**src/rtl/sil_pkg.sv**
```systemverilog
package sil_pkg;

    typedef enum logic [1:0] {
        CELL_NONE   = 2'b00,
        CELL_BRIGHT = 2'b01,
        CELL_SURR   = 2'b10,
        CELL_BAD    = 2'b11
    } cell_code_e;

    typedef enum logic [2:0] {
        ST_IDLE,
        ST_SUM,
        ST_SETTLE,
        ST_DLOAD,
        ST_DWAIT,
        ST_CNT,
        ST_FLUSH
    } ctrl_state_e;

    // Cell as seen by every element one cycle after acceptance
    typedef struct packed {
        logic       v;
        logic       cnt_pass;
        cell_code_e code;
    } stage_t;

endpackage

```
**src/rtl/sil_div.sv**
```systemverilog
module sil_div #(
    parameter int DVD_W = 16,
    parameter int DVS_W = 11
) (
    input  logic             clk,
    input  logic             rst,
    input  logic             go,
    input  logic [DVD_W-1:0] dividend,
    input  logic [DVS_W-1:0] divisor,
    output logic             fin,
    output logic [DVD_W-1:0] quot
);
    localparam int STEP_W = (DVD_W > 1) ? $clog2(DVD_W) : 1;

    logic [DVS_W-1:0]  rem_q;
    logic [DVD_W-1:0]  quo_q;
    logic [DVS_W-1:0]  dvs_q;
    logic [STEP_W-1:0] step_q;
    logic              run_q;
    logic [DVS_W:0]    trial;
    logic [DVS_W:0]    diff;
    logic              fits;

    // One restoring step: bring down the next dividend bit, try the subtract
    always_comb begin
        trial = {rem_q, quo_q[DVD_W-1]};
        diff  = trial - {1'b0, dvs_q};
        fits  = trial >= {1'b0, dvs_q};
    end

    always_ff @(posedge clk) begin
        if (rst) begin
            rem_q  <= '0;
            quo_q  <= '0;
            dvs_q  <= '0;
            step_q <= '0;
            run_q  <= 1'b0;
            fin    <= 1'b0;
        end else begin
            fin <= 1'b0;
            if (go) begin
                rem_q  <= '0;
                quo_q  <= dividend;
                dvs_q  <= divisor;
                step_q <= '0;
                run_q  <= 1'b1;
            end else if (run_q) begin
                rem_q  <= fits ? diff[DVS_W-1:0] : trial[DVS_W-1:0];
                quo_q  <= {quo_q[DVD_W-2:0], fits};
                step_q <= step_q + STEP_W'(1);
                if (step_q == STEP_W'(DVD_W - 1)) begin
                    run_q <= 1'b0;
                    fin   <= 1'b1;
                end
            end
        end
    end

    assign quot = (dvs_q == '0) ? '0 : quo_q;

endmodule

```
**src/rtl/sil_ctrl.sv**
```systemverilog
module sil_ctrl
    import sil_pkg::*;
#(
    parameter int NUM_PE = 21,
    parameter int CELLS  = 1024,
    parameter int NB_W   = 11,
    parameter int IDX_W  = 5
) (
    input  logic             clk,
    input  logic             rst,
    input  logic             start,
    input  logic             cell_valid,
    input  logic [1:0]       cell_code,
    input  logic             div_fin,
    output logic             cell_rdy,
    output logic             busy,
    output logic             done,
    output logic             clr,
    output logic             take,
    output stage_t           stg,
    output logic [NB_W-1:0]  nb,
    output logic [IDX_W-1:0] pe_sel,
    output logic             div_go,
    output logic             thr_we
);
    localparam int CELL_W = (CELLS > 1) ? $clog2(CELLS) : 1;

    ctrl_state_e       state;
    logic [CELL_W-1:0] cell_cnt;
    logic              last_cell;

    assign cell_rdy  = (state == ST_SUM) || (state == ST_CNT);
    assign take      = cell_valid && cell_rdy;
    assign clr       = start && (state == ST_IDLE);
    assign busy      = (state != ST_IDLE);
    assign div_go    = (state == ST_DLOAD);
    assign thr_we    = (state == ST_DWAIT) && div_fin;
    assign last_cell = (cell_cnt == CELL_W'(CELLS - 1));

    always_ff @(posedge clk) begin
        if (rst) begin
            state    <= ST_IDLE;
            cell_cnt <= '0;
            nb       <= '0;
            pe_sel   <= '0;
            done     <= 1'b0;
            stg      <= '0;
        end else begin
            done         <= 1'b0;
            stg.v        <= take;
            stg.cnt_pass <= (state == ST_CNT);
            stg.code     <= cell_code_e'(cell_code);
            case (state)
                ST_IDLE: begin
                    if (start) begin
                        state    <= ST_SUM;
                        cell_cnt <= '0;
                        nb       <= '0;
                    end
                end
                ST_SUM: begin
                    if (take) begin
                        if (cell_code_e'(cell_code) == CELL_BRIGHT) nb <= nb + NB_W'(1);
                        if (last_cell) begin
                            cell_cnt <= '0;
                            state    <= ST_SETTLE;
                        end else begin
                            cell_cnt <= cell_cnt + CELL_W'(1);
                        end
                    end
                end
                ST_SETTLE: begin
                    pe_sel <= '0;
                    state  <= ST_DLOAD;
                end
                ST_DLOAD: state <= ST_DWAIT;
                ST_DWAIT: begin
                    if (div_fin) begin
                        if (pe_sel == IDX_W'(NUM_PE - 1)) begin
                            state <= ST_CNT;
                        end else begin
                            pe_sel <= pe_sel + IDX_W'(1);
                            state  <= ST_DLOAD;
                        end
                    end
                end
                ST_CNT: begin
                    if (take) begin
                        if (last_cell) begin
                            cell_cnt <= '0;
                            state    <= ST_FLUSH;
                        end else begin
                            cell_cnt <= cell_cnt + CELL_W'(1);
                        end
                    end
                end
                ST_FLUSH: begin
                    state <= ST_IDLE;
                    done  <= 1'b1;
                end
                default: state <= ST_IDLE;
            endcase
        end
    end

endmodule

```
**src/rtl/sil_pe.sv**
```systemverilog
module sil_pe
    import sil_pkg::*;
#(
    parameter int PIX_W = 8,
    parameter int SUM_W = 16,
    parameter int CNT_W = 8
) (
    input  logic             clk,
    input  logic             rst,
    input  logic             clr,
    input  logic             take,
    input  logic [PIX_W-1:0] pix_in,
    input  stage_t           stg,
    input  logic [SUM_W-1:0] min_sum,
    input  logic [SUM_W-1:0] max_sum,
    input  logic [PIX_W-1:0] bias,
    input  logic             thr_we,
    input  logic [SUM_W-1:0] quot,
    output logic [SUM_W-1:0] sum_q,
    output logic [PIX_W-1:0] thr_q,
    output logic [CNT_W-1:0] bcnt_q,
    output logic [CNT_W-1:0] scnt_q,
    output logic             rej
);
    localparam int PAD = SUM_W + 1 - PIX_W;

    logic [PIX_W-1:0] pix_q;
    logic [SUM_W:0]   sum_ext;
    logic [SUM_W:0]   qx, bx, dx;
    logic [PIX_W-1:0] thr_next;
    logic             at_or_above;
    logic             acc_en, cnt_en;

    assign rej         = (sum_q < min_sum) || (sum_q > max_sum);
    assign sum_ext     = {1'b0, sum_q} + {{PAD{1'b0}}, pix_q};
    assign at_or_above = (pix_q >= thr_q);
    assign acc_en      = stg.v && !stg.cnt_pass && (stg.code == CELL_BRIGHT);
    assign cnt_en      = stg.v && stg.cnt_pass && !rej;

    // Mean minus bias, clamped into the pixel range
    always_comb begin
        qx = {1'b0, quot};
        bx = {{PAD{1'b0}}, bias};
        dx = qx - bx;
        if (qx < bx)
            thr_next = '0;
        else if (dx > {{PAD{1'b0}}, {PIX_W{1'b1}}})
            thr_next = '1;
        else
            thr_next = dx[PIX_W-1:0];
    end

    always_ff @(posedge clk) begin
        if (rst) begin
            pix_q <= '0;
        end else if (take) begin
            pix_q <= pix_in;
        end
    end

    always_ff @(posedge clk) begin
        if (rst || clr) begin
            sum_q  <= '0;
            thr_q  <= '0;
            bcnt_q <= '0;
            scnt_q <= '0;
        end else begin
            if (acc_en) sum_q <= sum_ext[SUM_W] ? '1 : sum_ext[SUM_W-1:0];
            if (thr_we) thr_q <= thr_next;
            if (cnt_en) begin
                if (stg.code == CELL_BRIGHT && at_or_above && bcnt_q != '1)
                    bcnt_q <= bcnt_q + CNT_W'(1);
                if (stg.code == CELL_SURR && !at_or_above && scnt_q != '1)
                    scnt_q <= scnt_q + CNT_W'(1);
            end
        end
    end

endmodule

```
**src/rtl/sil_pe_array.sv**
```systemverilog
module sil_pe_array
    import sil_pkg::*;
#(
    parameter int NUM_PE   = 21,
    parameter int PIX_W    = 8,
    parameter int SUM_W    = 16,
    parameter int CNT_W    = 8,
    parameter int TPL_ROWS = 32,
    parameter int TPL_COLS = 32
) (
    input  logic                    clk,
    input  logic                    rst,
    input  logic                    start,
    input  logic [SUM_W-1:0]        min_sum,
    input  logic [SUM_W-1:0]        max_sum,
    input  logic [PIX_W-1:0]        bias,
    input  logic [CNT_W-1:0]        min_bright,
    input  logic [CNT_W-1:0]        min_surr,
    input  logic                    cell_valid,
    input  logic [1:0]              cell_code,
    input  logic [NUM_PE*PIX_W-1:0] cell_pix,
    output logic                    cell_rdy,
    output logic                    busy,
    output logic                    done,
    output logic [NUM_PE*SUM_W-1:0] sum_out,
    output logic [NUM_PE*PIX_W-1:0] thr_out,
    output logic [NUM_PE*CNT_W-1:0] bright_cnt,
    output logic [NUM_PE*CNT_W-1:0] surr_cnt,
    output logic [NUM_PE-1:0]       reject,
    output logic [NUM_PE-1:0]       hit
);
    localparam int CELLS = TPL_ROWS * TPL_COLS;
    localparam int NB_W  = $clog2(CELLS + 1);
    localparam int IDX_W = (NUM_PE > 1) ? $clog2(NUM_PE) : 1;

    logic             clr, take, div_go, div_fin, thr_we;
    stage_t           stg;
    logic [NB_W-1:0]  nb;
    logic [IDX_W-1:0] pe_sel;
    logic [SUM_W-1:0] quot;
    logic [SUM_W-1:0] min_sum_q, max_sum_q;
    logic [PIX_W-1:0] bias_q;
    logic [CNT_W-1:0] minb_q, mins_q;
    logic [SUM_W-1:0] sum_arr [NUM_PE];

    always_ff @(posedge clk) begin
        if (rst) begin
            min_sum_q <= '0;
            max_sum_q <= '0;
            bias_q    <= '0;
            minb_q    <= '0;
            mins_q    <= '0;
        end else if (clr) begin
            min_sum_q <= min_sum;
            max_sum_q <= max_sum;
            bias_q    <= bias;
            minb_q    <= min_bright;
            mins_q    <= min_surr;
        end
    end

    sil_ctrl #(
        .NUM_PE(NUM_PE), .CELLS(CELLS), .NB_W(NB_W), .IDX_W(IDX_W)
    ) u_ctrl (
        .clk(clk), .rst(rst), .start(start),
        .cell_valid(cell_valid), .cell_code(cell_code), .div_fin(div_fin),
        .cell_rdy(cell_rdy), .busy(busy), .done(done), .clr(clr), .take(take),
        .stg(stg), .nb(nb), .pe_sel(pe_sel), .div_go(div_go), .thr_we(thr_we)
    );

    sil_div #(
        .DVD_W(SUM_W), .DVS_W(NB_W)
    ) u_div (
        .clk(clk), .rst(rst), .go(div_go),
        .dividend(sum_arr[pe_sel]), .divisor(nb),
        .fin(div_fin), .quot(quot)
    );

    for (genvar i = 0; i < NUM_PE; i++) begin : g_pe
        logic [PIX_W-1:0] thr_i;
        logic [CNT_W-1:0] bcnt_i, scnt_i;
        logic             rej_i;

        sil_pe #(
            .PIX_W(PIX_W), .SUM_W(SUM_W), .CNT_W(CNT_W)
        ) u_pe (
            .clk(clk), .rst(rst), .clr(clr), .take(take),
            .pix_in(cell_pix[i*PIX_W +: PIX_W]), .stg(stg),
            .min_sum(min_sum_q), .max_sum(max_sum_q), .bias(bias_q),
            .thr_we(thr_we && (pe_sel == IDX_W'(i))), .quot(quot),
            .sum_q(sum_arr[i]), .thr_q(thr_i),
            .bcnt_q(bcnt_i), .scnt_q(scnt_i), .rej(rej_i)
        );

        assign sum_out[i*SUM_W +: SUM_W]    = sum_arr[i];
        assign thr_out[i*PIX_W +: PIX_W]    = thr_i;
        assign bright_cnt[i*CNT_W +: CNT_W] = bcnt_i;
        assign surr_cnt[i*CNT_W +: CNT_W]   = scnt_i;
        assign reject[i]                    = rej_i;
        assign hit[i] = !rej_i && (bcnt_i > minb_q) && (scnt_i > mins_q);
    end

endmodule

```
**config.mk**
```make
export PLATFORM = sky130hd
export DESIGN_NAME = sil_pe_array
export DESIGN_NICKNAME = d
export VERILOG_FILES = /design/src/rtl/sil_pkg.sv /design/src/rtl/sil_div.sv /design/src/rtl/sil_ctrl.sv /design/src/rtl/sil_pe.sv /design/src/rtl/sil_pe_array.sv
export SDC_FILE = /design/constraint.sdc
export NUM_CORES = 2
export LEC_CHECK = 0
export ABC_AREA = 1
export BUFFER_PORTS_ARGS = -buffer_cell sky130_fd_sc_hd__buf_4
export CORE_AREA = 4 4 438 440
export DETAILED_ROUTE_END_ITERATION = 12
export DIE_AREA = 0 0 442 444
export MAX_ROUTING_LAYER = met4
export PLACE_DENSITY = 0.66
export REMOVE_ABC_BUFFERS = 1
export SLEW_MARGIN = 20
export SYNTH_ARGS = -nofsm -noshare
export SYNTH_HDL_FRONTEND = slang
export SYNTH_SLANG_ARGS = --single-unit
```
**constraint.sdc**
```tcl
create_clock -name clk -period 5.2 [get_ports clk]
set_input_delay 1.04 -clock clk [delete_from_list [all_inputs] [get_ports clk]]
set_output_delay 1.04 -clock clk [all_outputs]
set_load 0.01 [all_outputs]
```
==> summary.txt <==
Critical Path Start Type - flip-flop
TritonCTS clock tree - yes
Via density - 5.958
CP cell instances - inv_2, buf_4, ha_1, nand2_1, nor2_1, nor2_1, nand3_1, nand2_1, nand2_1, nand2_1, nand2_1, nor4_1, buf_4
Power Dens Cells - 340.6 nW/µm²
Syn Area/Cell - 7.279 µm²
CP arrival - 4130 ps
CP endpoint kind - output pin
Synth Flop Type - dfxtp_1
Clock root cell - clkbuf_16
P_leak - 46.34 nW
Vias in the first global route - 86200
I/O Pins - 1115
Fmax - 193.4 MHz
Final setup viols - 0
Initial antenna violation count - 41
Post-CTS Setup Bufs - 0
DRT Wirelength - 409300 µm
Synth Cell Area - 86070 µm²
Critical path class - reg2out
Share of cells above drive strength 1 - 13.97%
Worst reg2reg path depth - 20
Hold slack final - 441.6 ps
# H-tree levels - 4
Reg2Reg Capture Point - g_pe[7].u_pe.thr_q[2]
Post-synthesis sequential area ratio - 26.56%
Worst Hold Class - reg2reg
Reg-to-Reg Start - u_div.dvs_q[1]
Clock sink count - 1142
First-pass GRT wire length - 584800 µm
YS warnings - 0
WL/cell - 26.41 µm
Slew HR - 23.71%
Crit Path Max Fanout - 12
Total GRT Usage - 40.78%
GR Overflow Total - 0
Hold-fix buffer count after cts - 0
End of the worst hold path - u_ctrl.nb[4]
CP required - 4160 ps
Worst Max-Slew Pin Slew - 1132 ps
Clk buf depth - 3
Most common cell after layout, fill and taps aside - nand2_1
Status - completed
Syn Inst Count - 11824
Skew final - 45.40 ps
FF+latch count, synth - 1142
Commonest cells after routing, fill and taps aside - nand2_1, a21oi_1, ha_1
Slew Viols, Final - 0
Crit-path leading delay family - simple AND/OR/NAND/NOR gates
CTS buffer count - 141
Reg2Reg Setup Slack - 1480 ps
Worst Path Buf+Inv - 3
Core Region - 187600 µm²
Slowest cell on the critical path - nor4_1
Final Util - 54.43%
Final worst path period share - 99.45%
Hold path cells - 1
1st-iter DRT viols - 8467
Vias - 92339
DRC Markers - 0
Std-Cell Rows - 159
EDFF count, synth - 0
Post-Layout Cell Count - 15498
Maxcap violations - 0
Final hold vios - 0
Drt first pass iters - 9
Skew-Pair Late Insertion Delay - 850 ps
Worst VDD drop - 0.6271 mV
Largest net degree at the start of global routing - 158
Gpl congestion - 1.036
Initial Utilization - 45.88%
Horiz. Die Dim - 442 µm
Max incr delay on CP - 640 ps
Clock transition at path regs - 60 ps
Final antenna-violating net count - 0
Total die area - 196200 µm²
Half-perimeter wire length after detailed placement - 314500 µm
Distinct cells, synth - 68
Dpl cells - 15216
Die height - 444 µm
Nets - 14509
Area Overhead vs Synth - 18.65%
Async S/R FF share, synth - 0%
Worst Min Path Start - u_ctrl.nb[3]
IO buf count - 1114
RSZ-0062 raised after global routing - no
Crit-path most repeated cell - nand2_1
Min Tclk post-route - 5171 ps
[metrics by stage]
stage	area (µm²)	setup TNS, ps	setup slack, ps	total power, mW
finish	102100	0	28.83	34.78
global route	102100	0	10.11	36.39
CTS	102000	0	3.650	34.52
detailed placement	97170	0	868.6	24.00
global placement	97170	0	959.3	23.71
floorplan	84070	-2542770	-9303	17.64
[area by class of cell]
type	count	area (µm²)
sequential	1142	22870
fill	18095	85490
inverter	1183	4497
tap	2495	3122
antenna	34	85.08
clock inverter	37	565.5
timing repair buffer	1283	9839
multi-input combinational	9113	56860
clock buffer	211	4270
[where the power goes]
group          switching [mW]  leakage, nW  internal [mW]  total (mW)
Clock                    4.25         2.38           6.30        10.6
Sequential              0.498         9.23           9.18        9.68
Combinational            10.7         34.7           3.85        14.5
Total                    15.5         46.3           19.3        34.8
[Yosys cell counts, types with 44 or more instances]
library cell | n | area (µm²)
nand2_1 | 2021 | 7586
a21oi_1 | 1655 | 8283
ha_1 | 1392 | 17420
inv_1 | 1146 | 4302
dfxtp_1 | 1142 | 22860
o21ai_0 | 983 | 4920
nand3_1 | 877 | 4389
nor2_1 | 684 | 2567
xor2_1 | 243 | 2128
xnor2_1 | 183 | 1603
nor3_1 | 172 | 860.8
clkbuf_1 | 162 | 608.1
nand4_1 | 147 | 919.6
a21oi_2 | 114 | 998.5
a31oi_1 | 111 | 694.4
buf_2 | 105 | 525.5
buf_4 | 62 | 465.5
nor4_1 | 57 | 356.6
o22ai_1 | 47 | 294.0
o211ai_1 | 44 | 330.3
[how the worst max path moves through the flow]
| stage | startpoint | end | slack (ps) | cells after the start |
|---|---|---|---|---|
| finish | max_sum_q[6] | hit[6] | 30 | 13 |
| global route | max_sum_q[7] | hit[6] | 10 | 12 |
| global placement | max_sum_q[5] | hit[6] | 960 | 12 |
| CTS | max_sum_q[10] | hit[6] | 4 | 9 |
| detailed placement | max_sum_q[11] | hit[6] | 870 | 9 |
| floorplan | u_ctrl.stg[3] | g_pe[12].u_pe.sum_q[4] | -9300 | 5 |
[state kept, by name, summed over array words and instances, names as in the netlist, 10 cells and up]
signal,cells
u_div.quo_q,16
min_sum_q,16
u_ctrl.cell_cnt,10
u_div.rem_q,11
g_pe.u_pe.pix_q,168
u_div.dvs_q,11
u_ctrl.nb,11
max_sum_q,16
g_pe.u_pe.sum_q,336
g_pe.u_pe.bcnt_q,168
g_pe.u_pe.thr_q,168
g_pe.u_pe.scnt_q,168
[layer usage]
metal / vias up / global-route usage, % / part of all wire [%]
li1: 43040 / - / -
met1: 43817 / 47.19 / 39
met2: 4263 / 61.90 / 43
met3: 1219 / 9.062 / 8.8
met4: 0 / 30.49 / 9.2
met5: - / - / 0
[logic make-up (layout without fill, tap and decap cells)]
family / after synthesis / after routing / share of synthesized area (%)
xor+xnor: 426 / 426 / 4.335
buf+inv: 1569 / 2714 / 7.478
fa+ha+maj: 1415 / 1415 / 20.77
other cells: 0 / 34 / 0
flops: 1142 / 1142 / 26.56
compound gates: 3149 / 3149 / 19.86
simple gates: 4123 / 4123 / 20.99
[timing repair]
| action | in CTS | in global routing |
|---|---|---|
| endpoints found under the hold margin | 0 | 0 |
| resized for setup | 3 | 12 |
| endpoints found under the setup margin | 1 | 1 |
[worst register-to-register path: stages (launching register included)]
cell	delay, ps
dfxtp_1	390
nor2_1	60
inv_1	60
nor2_2	50
nand2_4	150
inv_2	110
nor2_1	180
inv_1	80
fa_1	430
inv_1	80
nand3_1	70
nand2_1	150
a21oi_1	130
nand2_1	80
nand2_1	40
nor2_1	110
nand3_2	140
nor2_8	200
nand3_2	120
nand2_4	660
a21oi_1	260
Note: power is estimated with default switching activity, not from simulation.
